--- config.mk ---
export PLATFORM = sky130hd
export DESIGN_NAME = sup_rst_wdog
export DESIGN_NICKNAME = d
export VERILOG_FILES = /design/src/rtl/sup_rst_pkg.sv /design/src/rtl/srw_sync.sv /design/src/rtl/srw_hold_timer.sv /design/src/rtl/srw_wdog.sv /design/src/rtl/sup_rst_wdog.sv
export SDC_FILE = /design/constraint.sdc
export NUM_CORES = 1
export LEC_CHECK = 0
export BUFFER_PORTS_ARGS = -buffer_cell sky130_fd_sc_hd__buf_2
export CORE_MARGIN = 4
export CORE_UTILIZATION = 45
export CTS_BUF_LIST = sky130_fd_sc_hd__clkbuf_4
export CTS_CLUSTER_DIAMETER = 60
export DETAILED_ROUTE_END_ITERATION = 6
export PLACE_DENSITY_LB_ADDON = 0.2
export SYNTH_ARGS = -nofsm -noshare
export SYNTH_HDL_FRONTEND = slang
export SYNTH_SLANG_ARGS = --single-unit
export TNS_END_PERCENT = 30
--- constraint.sdc ---
create_clock -name clk -period 2.75 [get_ports clk]
set_input_delay 0.4125 -clock clk [delete_from_list [all_inputs] [get_ports clk]]
set_output_delay 0.4125 -clock clk [all_outputs]
set_load 0.02 [all_outputs]
--- src/rtl/sup_rst_pkg.sv ---
package sup_rst_pkg;
  // Point in the watchdog period at which the internal service level goes high
  function automatic int unsigned service_point(input int unsigned period);
    return period - (period / 8);
  endfunction
endpackage

--- src/rtl/srw_sync.sv ---
module srw_sync #(
  parameter int unsigned      WIDTH   = 1,
  parameter logic [WIDTH-1:0] RST_VAL = '0
) (
  input  logic             clk,
  input  logic             arst_n,
  input  logic [WIDTH-1:0] d_i,
  output logic [WIDTH-1:0] q_o
);
  logic [WIDTH-1:0] s1_q;
  logic [WIDTH-1:0] s2_q;

  always_ff @(posedge clk or negedge arst_n) begin
    if (!arst_n) begin
      s1_q <= RST_VAL;
      s2_q <= RST_VAL;
    end else begin
      s1_q <= d_i;
      s2_q <= s1_q;
    end
  end

  assign q_o = s2_q;
endmodule

--- src/rtl/srw_hold_timer.sv ---
module srw_hold_timer #(
  parameter int unsigned HOLD_CYC = 10
) (
  input  logic clk,
  input  logic arst_n,
  input  logic fault_i,
  output logic active_o
);
  localparam int unsigned CW = $clog2(HOLD_CYC + 1);
  localparam logic [CW-1:0] LAST = CW'(HOLD_CYC - 1);

  logic [CW-1:0] cnt_q, cnt_d;
  logic          act_q, act_d;

  always_comb begin
    cnt_d = cnt_q;
    act_d = act_q;
    if (fault_i) begin
      cnt_d = '0;
      act_d = 1'b1;
    end else if (act_q) begin
      if (cnt_q == LAST) begin
        cnt_d = '0;
        act_d = 1'b0;
      end else begin
        cnt_d = cnt_q + 1'b1;
      end
    end
  end

  always_ff @(posedge clk or negedge arst_n) begin
    if (!arst_n) begin
      cnt_q <= '0;
      act_q <= 1'b1;
    end else begin
      cnt_q <= cnt_d;
      act_q <= act_d;
    end
  end

  assign active_o = act_q;

  p_fault_asserts_r1: assert property (@(posedge clk) disable iff (!arst_n)
    fault_i |=> act_q);
  p_restart_r2: assert property (@(posedge clk) disable iff (!arst_n)
    fault_i |=> cnt_q == '0);
  p_release_at_end_r9: assert property (@(posedge clk) disable iff (!arst_n)
    (act_q && !act_d) |-> (cnt_q == LAST && !fault_i));
  p_cnt_bound_r9: assert property (@(posedge clk) disable iff (!arst_n)
    cnt_q <= LAST);
  p_idle_zero_r8: assert property (@(posedge clk) disable iff (!arst_n)
    !act_q |-> cnt_q == '0);
endmodule

--- src/rtl/srw_wdog.sv ---
module srw_wdog
  import sup_rst_pkg::*;
#(
  parameter int unsigned WDOG_CYC = 32
) (
  input  logic clk,
  input  logic arst_n,
  input  logic kick_i,
  input  logic float_i,
  input  logic hold_i,
  output logic fire_o
);
  localparam int unsigned CW = $clog2(WDOG_CYC);
  localparam logic [CW-1:0] LAST = CW'(WDOG_CYC - 1);
  localparam logic [CW-1:0] SVC  = CW'(service_point(WDOG_CYC));

  logic [CW-1:0] cnt_q, cnt_d;
  logic          lvl_q, lvl_d;
  logic          svc_lvl, edge_w, fire_w;

  always_comb begin
    svc_lvl = (cnt_q >= SVC);
    lvl_d   = float_i ? svc_lvl : kick_i;
    edge_w  = lvl_d ^ lvl_q;
    fire_w  = (cnt_q == LAST) && !edge_w && !hold_i;
    if (hold_i || edge_w || fire_w) begin
      cnt_d = '0;
    end else begin
      cnt_d = cnt_q + 1'b1;
    end
  end

  always_ff @(posedge clk or negedge arst_n) begin
    if (!arst_n) begin
      cnt_q <= '0;
      lvl_q <= 1'b0;
    end else begin
      cnt_q <= cnt_d;
      lvl_q <= lvl_d;
    end
  end

  assign fire_o = fire_w;

  p_hold_clears_r6: assert property (@(posedge clk) disable iff (!arst_n)
    hold_i |=> cnt_q == '0);
  p_kick_clears_r5: assert property (@(posedge clk) disable iff (!arst_n)
    (!float_i && kick_i != lvl_q) |=> cnt_q == '0);
  p_cnt_bound_r4: assert property (@(posedge clk) disable iff (!arst_n)
    cnt_q <= LAST);
  p_fire_released_r4: assert property (@(posedge clk) disable iff (!arst_n)
    fire_o |-> !hold_i);
  p_service_edge_r7: assert property (@(posedge clk) disable iff (!arst_n)
    (float_i && lvl_q == 1'b0 && cnt_q == SVC) |=> cnt_q == '0);
endmodule

--- src/rtl/sup_rst_wdog.sv ---
module sup_rst_wdog #(
  parameter int unsigned HOLD_CYC = 25_000_000,
  parameter int unsigned WDOG_CYC = 200_000_000
) (
  input  logic clk,
  input  logic arst_n,
  input  logic supply_low_i,
  input  logic mreset_n_i,
  input  logic wdog_i,
  input  logic wdog_float_i,
  output logic rst_n_o
);
  localparam int unsigned NSYNC = 3;

  logic [NSYNC-1:0] raw_w, syn_w;
  logic             mr_n_s, kick_s, float_s;
  logic             fire_w, fault_w, active_w;

  assign raw_w = {mreset_n_i, wdog_i, wdog_float_i};

  srw_sync #(.WIDTH(NSYNC), .RST_VAL(3'b100)) u_sync (
    .clk    (clk),
    .arst_n (arst_n),
    .d_i    (raw_w),
    .q_o    (syn_w)
  );

  assign {mr_n_s, kick_s, float_s} = syn_w;

  srw_wdog #(.WDOG_CYC(WDOG_CYC)) u_wdog (
    .clk     (clk),
    .arst_n  (arst_n),
    .kick_i  (kick_s),
    .float_i (float_s),
    .hold_i  (active_w),
    .fire_o  (fire_w)
  );

  assign fault_w = supply_low_i | ~mr_n_s | fire_w;

  srw_hold_timer #(.HOLD_CYC(HOLD_CYC)) u_hold (
    .clk      (clk),
    .arst_n   (arst_n),
    .fault_i  (fault_w),
    .active_o (active_w)
  );

  assign rst_n_o = ~active_w;

  p_supply_low_r1: assert property (@(posedge clk) disable iff (!arst_n)
    supply_low_i |=> !rst_n_o);
  p_manual_r3: assert property (@(posedge clk) disable iff (!arst_n)
    !mr_n_s |=> !rst_n_o);
endmodule

Word level (Yosys, flattened, before mapping)
Cells that the tools add are included.
{"block": "totals", "output_inout_bits": 1, "regBits": 61, "mem_bits_rw": 0, "rom_bits": 0, "memories": 0, "latchBits": 0}
{"block": "classes", "n_bitwise": 5, "n_mux": 8, "n_reduce_logical": 7, "shifts": 0, "n_addsub": 2, "mul": 0, "div_mod_pow": 0, "n_eq_ne": 2, "n_lt_le_gt_ge": 1}
{"cell": "25-bit 2-to-1 mux", "count": 3}
{"cell": "28-bit by 1-bit adder with 28-bit output (second input constant)", "count": 1}
{"cell": "28-bit == test (second input constant)", "count": 1}
{"cell": "28-bit greater-or-equal comparator (second input constant)", "count": 1}
{"cell": "28-bit 2-to-1 mux", "count": 1}
{"cell": "25-bit by 1-bit adder with 25-bit output (second input constant)", "count": 1}
{"cell": "25-bit == test (second input constant)", "count": 1}
{"cell": "1-bit 2-to-1 mux", "count": 4}
{"cell": "1-bit logical AND", "count": 2}
{"cell": "1-bit logical NOT", "count": 2}
{"cell": "1-bit logical OR", "count": 2}
{"cell": "1-bit inverter", "count": 2}
{"cell": "1-bit OR", "count": 2}
{"cell": "2-bit nonzero test", "count": 1}
{"cell": "1-bit bitwise XOR", "count": 1}

Longest topological paths before layout
Gate-level depths: netlist of run 1.
{"block": "logic_depth", "depth_word": 8, "ltp_mapped": 8}

Hierarchy
A second synthesis of run 1 with hierarchy kept.
{"block": "unflattened", "cells_unflattened": 359, "area_unflattened_um2": 3377.0}
{"module": "srw_wdog", "seq_area_each_um2": 725.7, "area_per_inst_um2": 1630.3, "cells_per_inst": 177, "instances": 1}
{"module": "srw_hold_timer", "seq_area_each_um2": 651.9, "area_per_inst_um2": 1581.5, "cells_per_inst": 174, "instances": 1}
{"module": "srw_sync", "seq_area_each_um2": 152.6, "area_per_inst_um2": 152.6, "cells_per_inst": 6, "instances": 1}
{"module": "sup_rst_wdog", "seq_area_each_um2": 0.0, "area_per_inst_um2": 12.5, "cells_per_inst": 2, "instances": 1}

Worst setup path before layout of run 1
No wires, ideal clock.
{"block": "synth_path", "path_type": "reg2reg", "start": "reg u_hold.cnt_q[0]", "end": "reg u_hold.cnt_q[24]", "synth_period_minus_slack_ps": 2041, "required_ps": 2681, "path_slack_ps": 709, "setup_time_ps": 69, "arrival_ps": 1972, "stages_incl_launch_ff": 8, "cell_sequence": "dfrtp_1 ha_1 and3_1 nand3_1 o31a_1 nand2_1 or4_1 nand3_1"}
{"block": "synth_between", "elab_chain_cells": 4}
{"element": "start, declared", "line_no": "srw_hold_timer.sv:12", "text": "logic [CW-1:0] cnt_q, cnt_d;"}
{"element": "start signal, assigned", "line_no": "srw_hold_timer.sv:36", "text": "cnt_q <= cnt_d;"}
{"element": "25-bit by 1-bit adder with 25-bit output or 25-bit == test (tied branches)", "line_no": "srw_hold_timer.sv:26, srw_hold_timer.sv:22"}
{"element": "25-bit 2-to-1 mux *", "line_no": "srw_hold_timer.sv:22", "text": "if (cnt_q == LAST) begin"}
{"element": "25-bit 2-to-1 mux *", "line_no": "srw_hold_timer.sv:21", "text": "end else if (act_q) begin"}
{"element": "25-bit 2-to-1 mux *", "line_no": "srw_hold_timer.sv:18", "text": "if (fault_i) begin"}
Every way passes the cells marked *; elsewhere a longest branch is shown, timed or not. The select of a mux whose other input is x is not followed.
A chain may end at the register's enable or synchronous reset.

Worst setup path in the final report of run 1
{"block": "layout_path", "start": "reg u_hold.cnt_q[0]", "end": "reg u_hold.cnt_q[10]"}
The elaborated chain is that of the path after synthesis.

==> results of run 1 <==
[cell families after synthesis]
group / synth area share (%)
fa+ha+maj: 1.10
flops: 44.8
simple gates: 28.3
mux: 0.293
buf+inv: 3.96
compound gates: 14.9
xor+xnor: 6.67
[final cells by class]
class | count | area, um^2
Fill cell | 685 | 3610
Multi-Input combinational cell | 274 | 1760
Sequential cell | 61 | 1530
Tap cell | 99 | 124
Timing Repair Buffer | 12 | 77.6
Clock buffer | 10 | 75.1
Clock inverter | 6 | 63.8
Inverter | 15 | 56.3
[synthesized netlist by cell type, types with 3 or more instances]
cell type,number
and4_1,6
a211oi_1,3
and2_1,4
nor3_1,16
dfrtp_1,58
a21oi_1,11
buf_6,3
o21a_1,3
dfstp_2,3
ha_1,3
nand4_1,13
and3_1,6
xor2_1,17
nor2_1,46
clkbuf_1,7
or3_1,5
o21ai_0,12
a41oi_1,3
nand3_1,26
xnor2_1,9
nand2_1,32
inv_1,14
a31oi_1,13
[worst register-to-register path: cells and delay by family (launching register included)]
family	cells	cell delay, ns
fa+ha+maj	1	0.25
flops	1	0.42
compound gates	3	0.58
simple gates	3	1.07
[flip-flops by register name (all words and copies together) (netlist names)]
register and count:
u_hold.cnt_q 25, u_hold.active_o 1, u_sync.s1_q 3, u_wdog.lvl_q 1, u_wdog.cnt_q 28, u_sync.q_o 3
[layout by cell type, fill, tap and decap left out, types with 3 or more instances in the layout]
master	netlist	final
a21oi_1	11	11
nor3_1	16	16
dfstp_2	3	3
a41oi_1	3	3
and2_1	4	4
or3_1	5	5
nand3_1	26	26
dfrtp_1	58	58
clkbuf_4	0	10
ha_1	3	3
o21a_1	3	3
nor2_1	46	45
and4_1	6	6
nand4_1	13	13
and3_1	6	6
nand2_1	32	32
xor2_1	17	17
o21ai_0	12	12
buf_4	0	5
a211oi_1	3	3
buf_2	2	6
inv_1	14	14
xnor2_1	9	9
a31oi_1	13	13
[power by group through the flow]
| stage | clock network (mW) | registers, mW | logic [mW] |
|---|---|---|---|
| 2_1_floorplan | 0 | 0.926 | 0.0211 |
| 3_3_place_gp | 0 | 0.926 | 0.0501 |
| 3_5_place_dp | 0 | 0.926 | 0.0512 |
| 4_1_cts | 0.651 | 0.909 | 0.0527 |
| 5_1_grt | 0.700 | 0.910 | 0.0596 |
| 6_report | 0.631 | 0.909 | 0.0513 |
[routing by layer]
| layer | global-route usage [%] | wire, um | vias to the layer above |
|---|---|---|---|
| li1 | - | - | 1345 |
| met1 | 25.8 | 3570 | 1316 |
| met2 | 27.1 | 3230 | 78 |
| met3 | 5.29 | 413 | 4 |
| met4 | 5.41 | 63 | 0 |
| met5 | 0 | 0 | - |
[what timing repair did]
action                                 CTS  global route
setup endpoints to repair                1            26
hold buffers                             1             0
resized for setup                        1             1
endpoints found under the hold margin   25             0
[final timing paths]
kind / endpoint / slack [ns] / cells past startpoint
setup / recovery: u_hold.cnt_q[10] / 0.35 / 7
hold / removal: u_sync.s1_q[2] / 0.1 / 1
setup reg to reg: u_hold.cnt_q[10] / 0.35 / 7
hold reg to reg: u_sync.q_o[2] / 0.36 / 0
max in group asynchronous: u_sync.s1_q[2] / 1.44 / 3
min in group asynchronous: u_wdog.cnt_q[3] / 0.53 / 2
==> flow_summary.yaml, run 1 <==
status:
  status: "completed"
die:
  core_area_um2: 7290
  die_w_um: 95.1
  initial_core_util_pct: 46.8
  num_rows: 31
  dieArea_um2: 9040
  io_pins: 7
  fp.dieH_um: 95.1
sta:
  fin_worst_skew_ns: 0.0127
  fin_crit_ns: 2.40
  fin_setup_tns_ns: 0
  setup_slack_ns: 0.348
  fin_crit_sh_pct: 87.3
  rsz0062_at_grt: "false"
  maxSlewViolCount: 0
  holdWs_ns: 0.0978
  hold_viol_final: 0
  clock.fmax_mhz: 416
  tightest_slew_ns: 0.769
  max_slew_margin_pct: 48.7
  setup_violations: 0
clocking:
  cts_tree: "built"
  clockBufferDepth: 2
  worstSkewPairLatency_ns: 0.41
  h-tree-depth: 3
  postCtsSetupBuffers: 0
  cts_buffers: 9
  clkSlewWorstSetupHoldPaths_ns: 0.10
  cts_sinks: 61
  cts-root-buf: "clkbuf_4"
synthesis:
  syn_nets: 373
  synth-edff-count: 0
  netlist_instances: 364
  yosys_warnings: 0
  syn_area_um2: 3410
  synth.avg_cell_area_um2: 9.37
  synth_async_sr_flop_share_pct: 100
  yosysTopAreaCell: "dfrtp_1"
  ys.flop_type: "dfrtp_1"
  netlist.area_leader.share_pct: 42.5
  synth.area.top_cells: "dfrtp_1 43%, nor2_1 5.1%, xor2_1 4.4%"
  ys_seq_area_share_pct: 44.8
  synth_cell_type_count: 61
  ys_ff_latch: 61
power:
  worst_ir_drop_vdd_mv: 0.281
  power.share.sequential_pct: 57.1
  leakagePower_nw: 1.43
  combPwrFrac_pct: 3.2
  power_density_nw_per_um2: 432
  total_power_mw: 1.59
  power.share.clock_pct: 39.7
  p_int_mw: 1.20
  p_switching_uw: 387
  p_sw_share_pct: 24.3
worst_setup_path:
  r2r_start: "u_hold.cnt_q[0]"
  path_delay_family: "simple AND/OR/NAND/NOR gates"
  crit_buf_inv: 0
  crit_fanout: 18
  cp-end-kind: "register"
  slowest_stage: "nor2_2"
  worstSetupPathType: "register to register"
  cp-start-kind: "register"
  startpoint: "u_hold.cnt_q[0]"
  crit_required_ns: 3.06
  crit_chain: "ha_1 > and3_1 > nand3_1 > o31ai_4 > nor2_2 > a41oi_1 > a221oi_1"
  arrival_ns: 2.71
  slowest_delay_ns: 0.63
placed_design:
  gp_congestion: 0.877
  place_area_um2: 3520
  pre_cts_slack_ns: 0.0382
  dp.cells: 460
  port_buffers: 6
  hpwl_mm: 5.15
global_routing:
  grt_pass1_vias: 2583
  overflow: 0
  grt_max_degree: 28
  grt_pass1_wl_mm: 12.8
  antenna_found_initial: 0
  track_usage_pct: 18.2
layout:
  nets: 382
  syn_to_final_growth_pct: 7.99
  final_area_um2: 3680
  drive_gt1_share_pct: 13.2
  final-instance-count-excl-fill: 477
  fin_util_pct: 50.5
  num_antenna_cells: 0
route:
  ant_nets: 0
  drc_errors: 0
  viasPerCell: 5.75
  first_pass_iters: 4
  wl_per_cell_um: 15.3
  drtIter0Drc: 167
  vias: 2743
  drt-total-wl_mm: 7.28
min_path:
  min_from: "mreset_n_i"
  min_path_type: "input pin to register"
job:
  cap_violations: 0
Note: power is estimated with default switching activity, not from simulation.
==> inputs of run 2 (changes only) <==
- PLACE_DENSITY: not set -> 0.59
- PLACE_DENSITY_LB_ADDON: 0.2 -> not set
==> run 2 against run 1 <==
Global-route usage increased by 0.081 points. Setup slack got worse by 0.0051 ns. Die area unchanged. Maximum frequency decreased by 0.21%. Largest power group unchanged. Clock power decreased by 18%. Highest routed layer unchanged. Clock-buffer cell count unchanged. Critical path type unchanged. Design area decreased by 1.1%. Total power decreased by 7.2%.
==> flow_summary.yaml, run 2 (synthesis gave the netlist of run 1 again) <==
worst_setup_path:
  crit_required_ns: 3.10
  crit_fanout: 9
  r2r_start: "u_hold.cnt_q[0]"
  r2r_slack_ns: 0.34
  cp-end-kind: "register"
  worstSetupPathType: "register to register"
  r2r_end: "u_hold.cnt_q[24]"
  arrival_ns: 2.76
  cp-start-kind: "register"
  worst-r2r-cell-count: 8
power:
  leakagePower_nw: 1.41
  p_int_mw: 1.10
  worst_ir_drop_vdd_mv: 0.271
  combPwrFrac_pct: 3.5
  power.share.clock_pct: 35.0
  p_switching_uw: 373
  p_sw_share_pct: 25.3
  power.share.sequential_pct: 61.5
  power_density_nw_per_um2: 405
route:
  first_pass_iters: 4
  drc_errors: 0
  ant_nets: 0
  viasPerCell: 5.83
  vias: 2771
  drt-total-wl_mm: 7.38
  wl_per_cell_um: 15.5
  drtIter0Drc: 139
global_routing:
  grt_max_degree: 33
  grt_pass1_wl_mm: 12.9
  overflow: 0
  antenna_found_initial: 0
  grt_pass1_vias: 2654
  track_usage_pct: 18.3
layout:
  nFillCells: 717
  syn_to_final_growth_pct: 6.86
  nets: 380
  fin_util_pct: 50.0
  drive_gt1_share_pct: 12.5
  final_area_um2: 3650
  layout_commonest_cell: "dfrtp_1"
  final-instance-count-excl-fill: 475
  top_register: "u_wdog.cnt_q"
  top_regs: "u_wdog.cnt_q x28, u_hold.cnt_q x25"
  num_antenna_cells: 0
  largest_reg_flops: 28
  layout_common_cells: "58 x dfrtp_1, 45 x nor2_1, 32 x nand2_1"
die:
  fp.dieH_um: 95.1
  die_w_um: 95.1
  dieArea_um2: 9040
  initial_core_util_pct: 46.8
  io_pins: 7
  core_area_um2: 7290
  num_rows: 31
clocking:
  postCtsSetupBuffers: 0
  clkSlewWorstSetupHoldPaths_ns: 0.11
  h-tree-depth: 3
  cts_tree: "built"
  worstSkewPairLatency_ns: 0.41
  clockBufferDepth: 2
  cts_buffers: 9
  cts_sinks: 61
  cts-root-buf: "clkbuf_4"
  postCtsHoldBufs: 0
sta:
  clock.fmax_mhz: 415
  fin_setup_tns_ns: 0
  hold_viol_final: 0
  max_slew_margin_pct: 50.9
  fin_crit_ns: 2.41
  fin_crit_sh_pct: 87.5
  maxSlewViolCount: 0
  tightest_slew_ns: 0.737
  rsz0062_at_grt: "false"
  fin_worst_skew_ns: 0.0144
  setup_violations: 0
  setup_slack_ns: 0.343
placed_design:
  gp_congestion: 0.865
  dp.cells: 459
  port_buffers: 6
  pre_cts_slack_ns: 0.0790
  hpwl_mm: 5.10
  place_area_um2: 3530
job:
  cap_violations: 0
min_path:
  min_path_type: "input pin to asynchronous set/reset pin"
status:
  status: "completed"
run 2: area by class of cell:
type | count | area [um^2] | share of cell area [%]
sequential | 61 | 1530 | 42.0
clock buffer | 10 | 75.1 | 2.06
clock inverter | 6 | 30.0 | 0.824
timing repair buffer | 10 | 72.6 | 1.99
inverter | 15 | 56.3 | 1.54
multi-input combinational | 274 | 1760 | 48.2
tap | 99 | 124 | 3.40
run 2: layer usage:
layer / vias to the layer above / part of all wire, % / global-route usage, %
met5: - / 0 / 0
met4: 0 / 1.8 / 7.69
met3: 12 / 4.1 / 2.84
met2: 70 / 44 / 26.4
met1: 1347 / 50 / 27.3
li1: 1342 / - / -
run 2: through the flow:
step / hold WS [ns] / total power, mW
after floorplan: 0.117 / 0.947
after global placement: 0.335 / 0.978
after detailed placement: 0.339 / 0.979
after CTS: 0.0603 / 1.49
after global routing: 0.0830 / 1.54
final: 0.0469 / 1.48
run 2: how the worst max path moves through the flow:
stage	startpoint	to	cells after the start
6_report	u_hold.cnt_q[0]	u_hold.cnt_q[24]	8
3_5_place_dp	u_hold.cnt_q[0]	u_hold.cnt_q[10]	7
2_1_floorplan	u_hold.cnt_q[0]	u_hold.cnt_q[24]	7
5_1_grt	u_hold.cnt_q[0]	u_hold.cnt_q[24]	8
3_3_place_gp	u_hold.cnt_q[0]	u_hold.cnt_q[10]	7
4_1_cts	u_hold.cnt_q[0]	u_hold.cnt_q[10]	7
run 2: critical path, cell delays in order (launching register included):
cell and delay, ns:
dfrtp_1 0.43, ha_1 0.25, and3_1 0.21, nand3_1 0.16, buf_4 0.16, o31a_1 0.35, nand2_1 0.19, or4_1 0.52
nand3_1 0.07
run 2: what timing repair did:
item,4_1_cts,5_1_grt
setup endpoints to repair,0,35
gates resized for setup,0,2
hold endpoints to repair,0,0
run 2: power by group through the flow:
| stage | combinational (mW) | sequential (mW) | clock, mW |
|---|---|---|---|
| after floorplan | 0.0211 | 0.926 | 0 |
| after global placement | 0.0516 | 0.926 | 0 |
| after detailed placement | 0.0521 | 0.927 | 0 |
| after CTS | 0.0524 | 0.909 | 0.531 |
| after global routing | 0.0585 | 0.910 | 0.573 |
| final | 0.0511 | 0.909 | 0.517 |
==> inputs of run 3 (changes only) <==
- MAX_ROUTING_LAYER: not set -> met4
- PLACE_DENSITY: 0.59 -> not set
- PLACE_DENSITY_LB_ADDON: not set -> 0.25
- TNS_END_PERCENT: 30 -> not set
==> run 3 against run 2 <==
Routed wire length is 3.5% lower. Global-route usage grew 0.13 points. Clock power rose by 20%. Maximum frequency decreased by 1.7%. Die area did not move. Register-to-register slack lost 0.04 ns. Critical endpoint unchanged. Highest routed layer unchanged.
==> flow_summary.yaml, run 3 (synthesis gave the netlist of run 1 again) <==
status:
  status: "completed"
global_routing:
  overflow: 0
  grt_pass1_vias: 2689
  grt_max_degree: 33
  track_usage_pct: 18.5
  antenna_found_initial: 0
  grt_pass1_wl_mm: 12.6
power:
  power_density_nw_per_um2: 430
  worst_ir_drop_vdd_mv: 0.221
  power.share.clock_pct: 39.2
  p_sw_share_pct: 24.2
  leakagePower_nw: 1.42
  p_switching_uw: 382
  p_int_mw: 1.20
  power.share.sequential_pct: 57.7
  total_power_mw: 1.58
  combPwrFrac_pct: 3.1
layout:
  drive_gt1_share_pct: 12.5
  largest_reg_flops: 28
  final-instance-count-excl-fill: 476
  layout_commonest_cell: "dfrtp_1"
  syn_to_final_growth_pct: 7.52
  fin_util_pct: 50.3
  layout_common_cells: "58 x dfrtp_1, 45 x nor2_1, 32 x nand2_1"
  nets: 381
  num_antenna_cells: 0
  top_regs: "u_wdog.cnt_q x28, u_hold.cnt_q x25"
  top_register: "u_wdog.cnt_q"
placed_design:
  hpwl_mm: 5.00
  dp.cells: 460
  gp_congestion: 0.938
  port_buffers: 6
worst_setup_path:
  r2r_slack_ns: 0.30
  slowest_stage: "or4_1"
  crit_buf_inv: 1
  worstSetupPathType: "register to register"
  worst-r2r-cell-count: 8
  r2r_start: "u_hold.cnt_q[0]"
  cp-end-kind: "register"
  crit_required_ns: 3.11
  slowest_delay_ns: 0.53
  r2r_end: "u_hold.cnt_q[24]"
  path_delay_family: "simple AND/OR/NAND/NOR gates"
  cp-start-kind: "register"
  crit_top_cell: "nand3_1"
  arrival_ns: 2.81
  crit_chain: "ha_1 > and3_1 > nand3_1 > buf_4 > o31a_1 > nand2_1 > or4_1 > nand3_1"
  crit_fanout: 9
sta:
  rsz0062_at_grt: "false"
  max_slew_margin_pct: 28.6
  setup_violations: 0
  hold_viol_final: 0
  fin_worst_skew_ns: 0.0191
  fin_crit_sh_pct: 89.0
  fin_setup_tns_ns: 0
  tightest_slew_ns: 1.07
  fin_crit_ns: 2.45
  clock.fmax_mhz: 408
  maxSlewViolCount: 0
die:
  dieArea_um2: 9040
  die_w_um: 95.1
  initial_core_util_pct: 46.8
  num_rows: 31
  core_area_um2: 7290
  io_pins: 7
  fp.dieH_um: 95.1
route:
  drt-total-wl_mm: 7.13
  drtIter0Drc: 103
  vias: 2730
  ant_nets: 0
  drc_errors: 0
  viasPerCell: 5.74
  first_pass_iters: 4
  wl_per_cell_um: 15.0
clocking:
  clkSlewWorstSetupHoldPaths_ns: 0.11
  h-tree-depth: 3
  cts_buffers: 9
  clockBufferDepth: 2
  worstSkewPairLatency_ns: 0.42
  cts_tree: "built"
  cts_sinks: 61
  cts-root-buf: "clkbuf_4"
job:
  cap_violations: 0
min_path:
  min_path_type: "input pin to asynchronous set/reset pin"
[run 3: worst max-delay path by stage]
stage,start,to,depth (start not counted)
finish,u_hold.cnt_q[0],u_hold.cnt_q[24],8
global route,u_wdog.cnt_q[9],u_wdog.cnt_q[21],6
CTS,u_hold.cnt_q[0],u_hold.cnt_q[9],7
detailed placement,u_hold.cnt_q[0],u_hold.cnt_q[9],7
global placement,u_hold.cnt_q[0],u_hold.cnt_q[9],7
floorplan,u_hold.cnt_q[0],u_hold.cnt_q[24],7
[run 3: cell type report]
type | instances | area, um^2
Tap cell | 99 | 124
Inverter | 15 | 56.3
Timing Repair Buffer | 11 | 80.1
Fill cell | 741 | 3620
Clock buffer | 10 | 75.1
Clock inverter | 6 | 53.8
Sequential cell | 61 | 1530
Multi-Input combinational cell | 274 | 1750
[run 3: routing by layer]
layer | vias up | routed length (um) | global-route usage (%) | share of wire (%)
li1 | 1335 | - | - | -
met1 | 1330 | 3250 | 23.2 | 46
met2 | 57 | 3450 | 29.0 | 48
met3 | 8 | 327 | 4.50 | 4.6
met4 | 0 | 97 | 6.61 | 1.4
met5 | - | 0 | - | 0
[run 3: power by group through the flow]
| stage | Clock, mW | Sequential, mW | Combinational, mW |
|---|---|---|---|
| finish | 0.618 | 0.909 | 0.0496 |
| global route | 0.679 | 0.911 | 0.0578 |
| CTS | 0.628 | 0.910 | 0.0518 |
| detailed placement | 0 | 0.927 | 0.0514 |
| global placement | 0 | 0.927 | 0.0505 |
| floorplan | 0 | 0.926 | 0.0211 |
[run 3: stage by stage]
step           area [um^2]  hold slack, ns  setup WS, ns
4_1_cts               3670          0.0388         0.170
3_5_place_dp          3540           0.338         0.198
3_3_place_gp          3540           0.333         0.237
5_1_grt               3670          0.0537        0.0702
2_1_floorplan         3410           0.117         0.709
6_report              3670          0.0223         0.302
[run 3: what timing repair did]
| action | 4_1_cts | 5_1_grt |
|---|---|---|
| hold buffers | 0 | 0 |
| setup buffers | 0 | 0 |
| gates resized for setup | 0 | 1 |
| setup endpoints to repair | 0 | 3 |
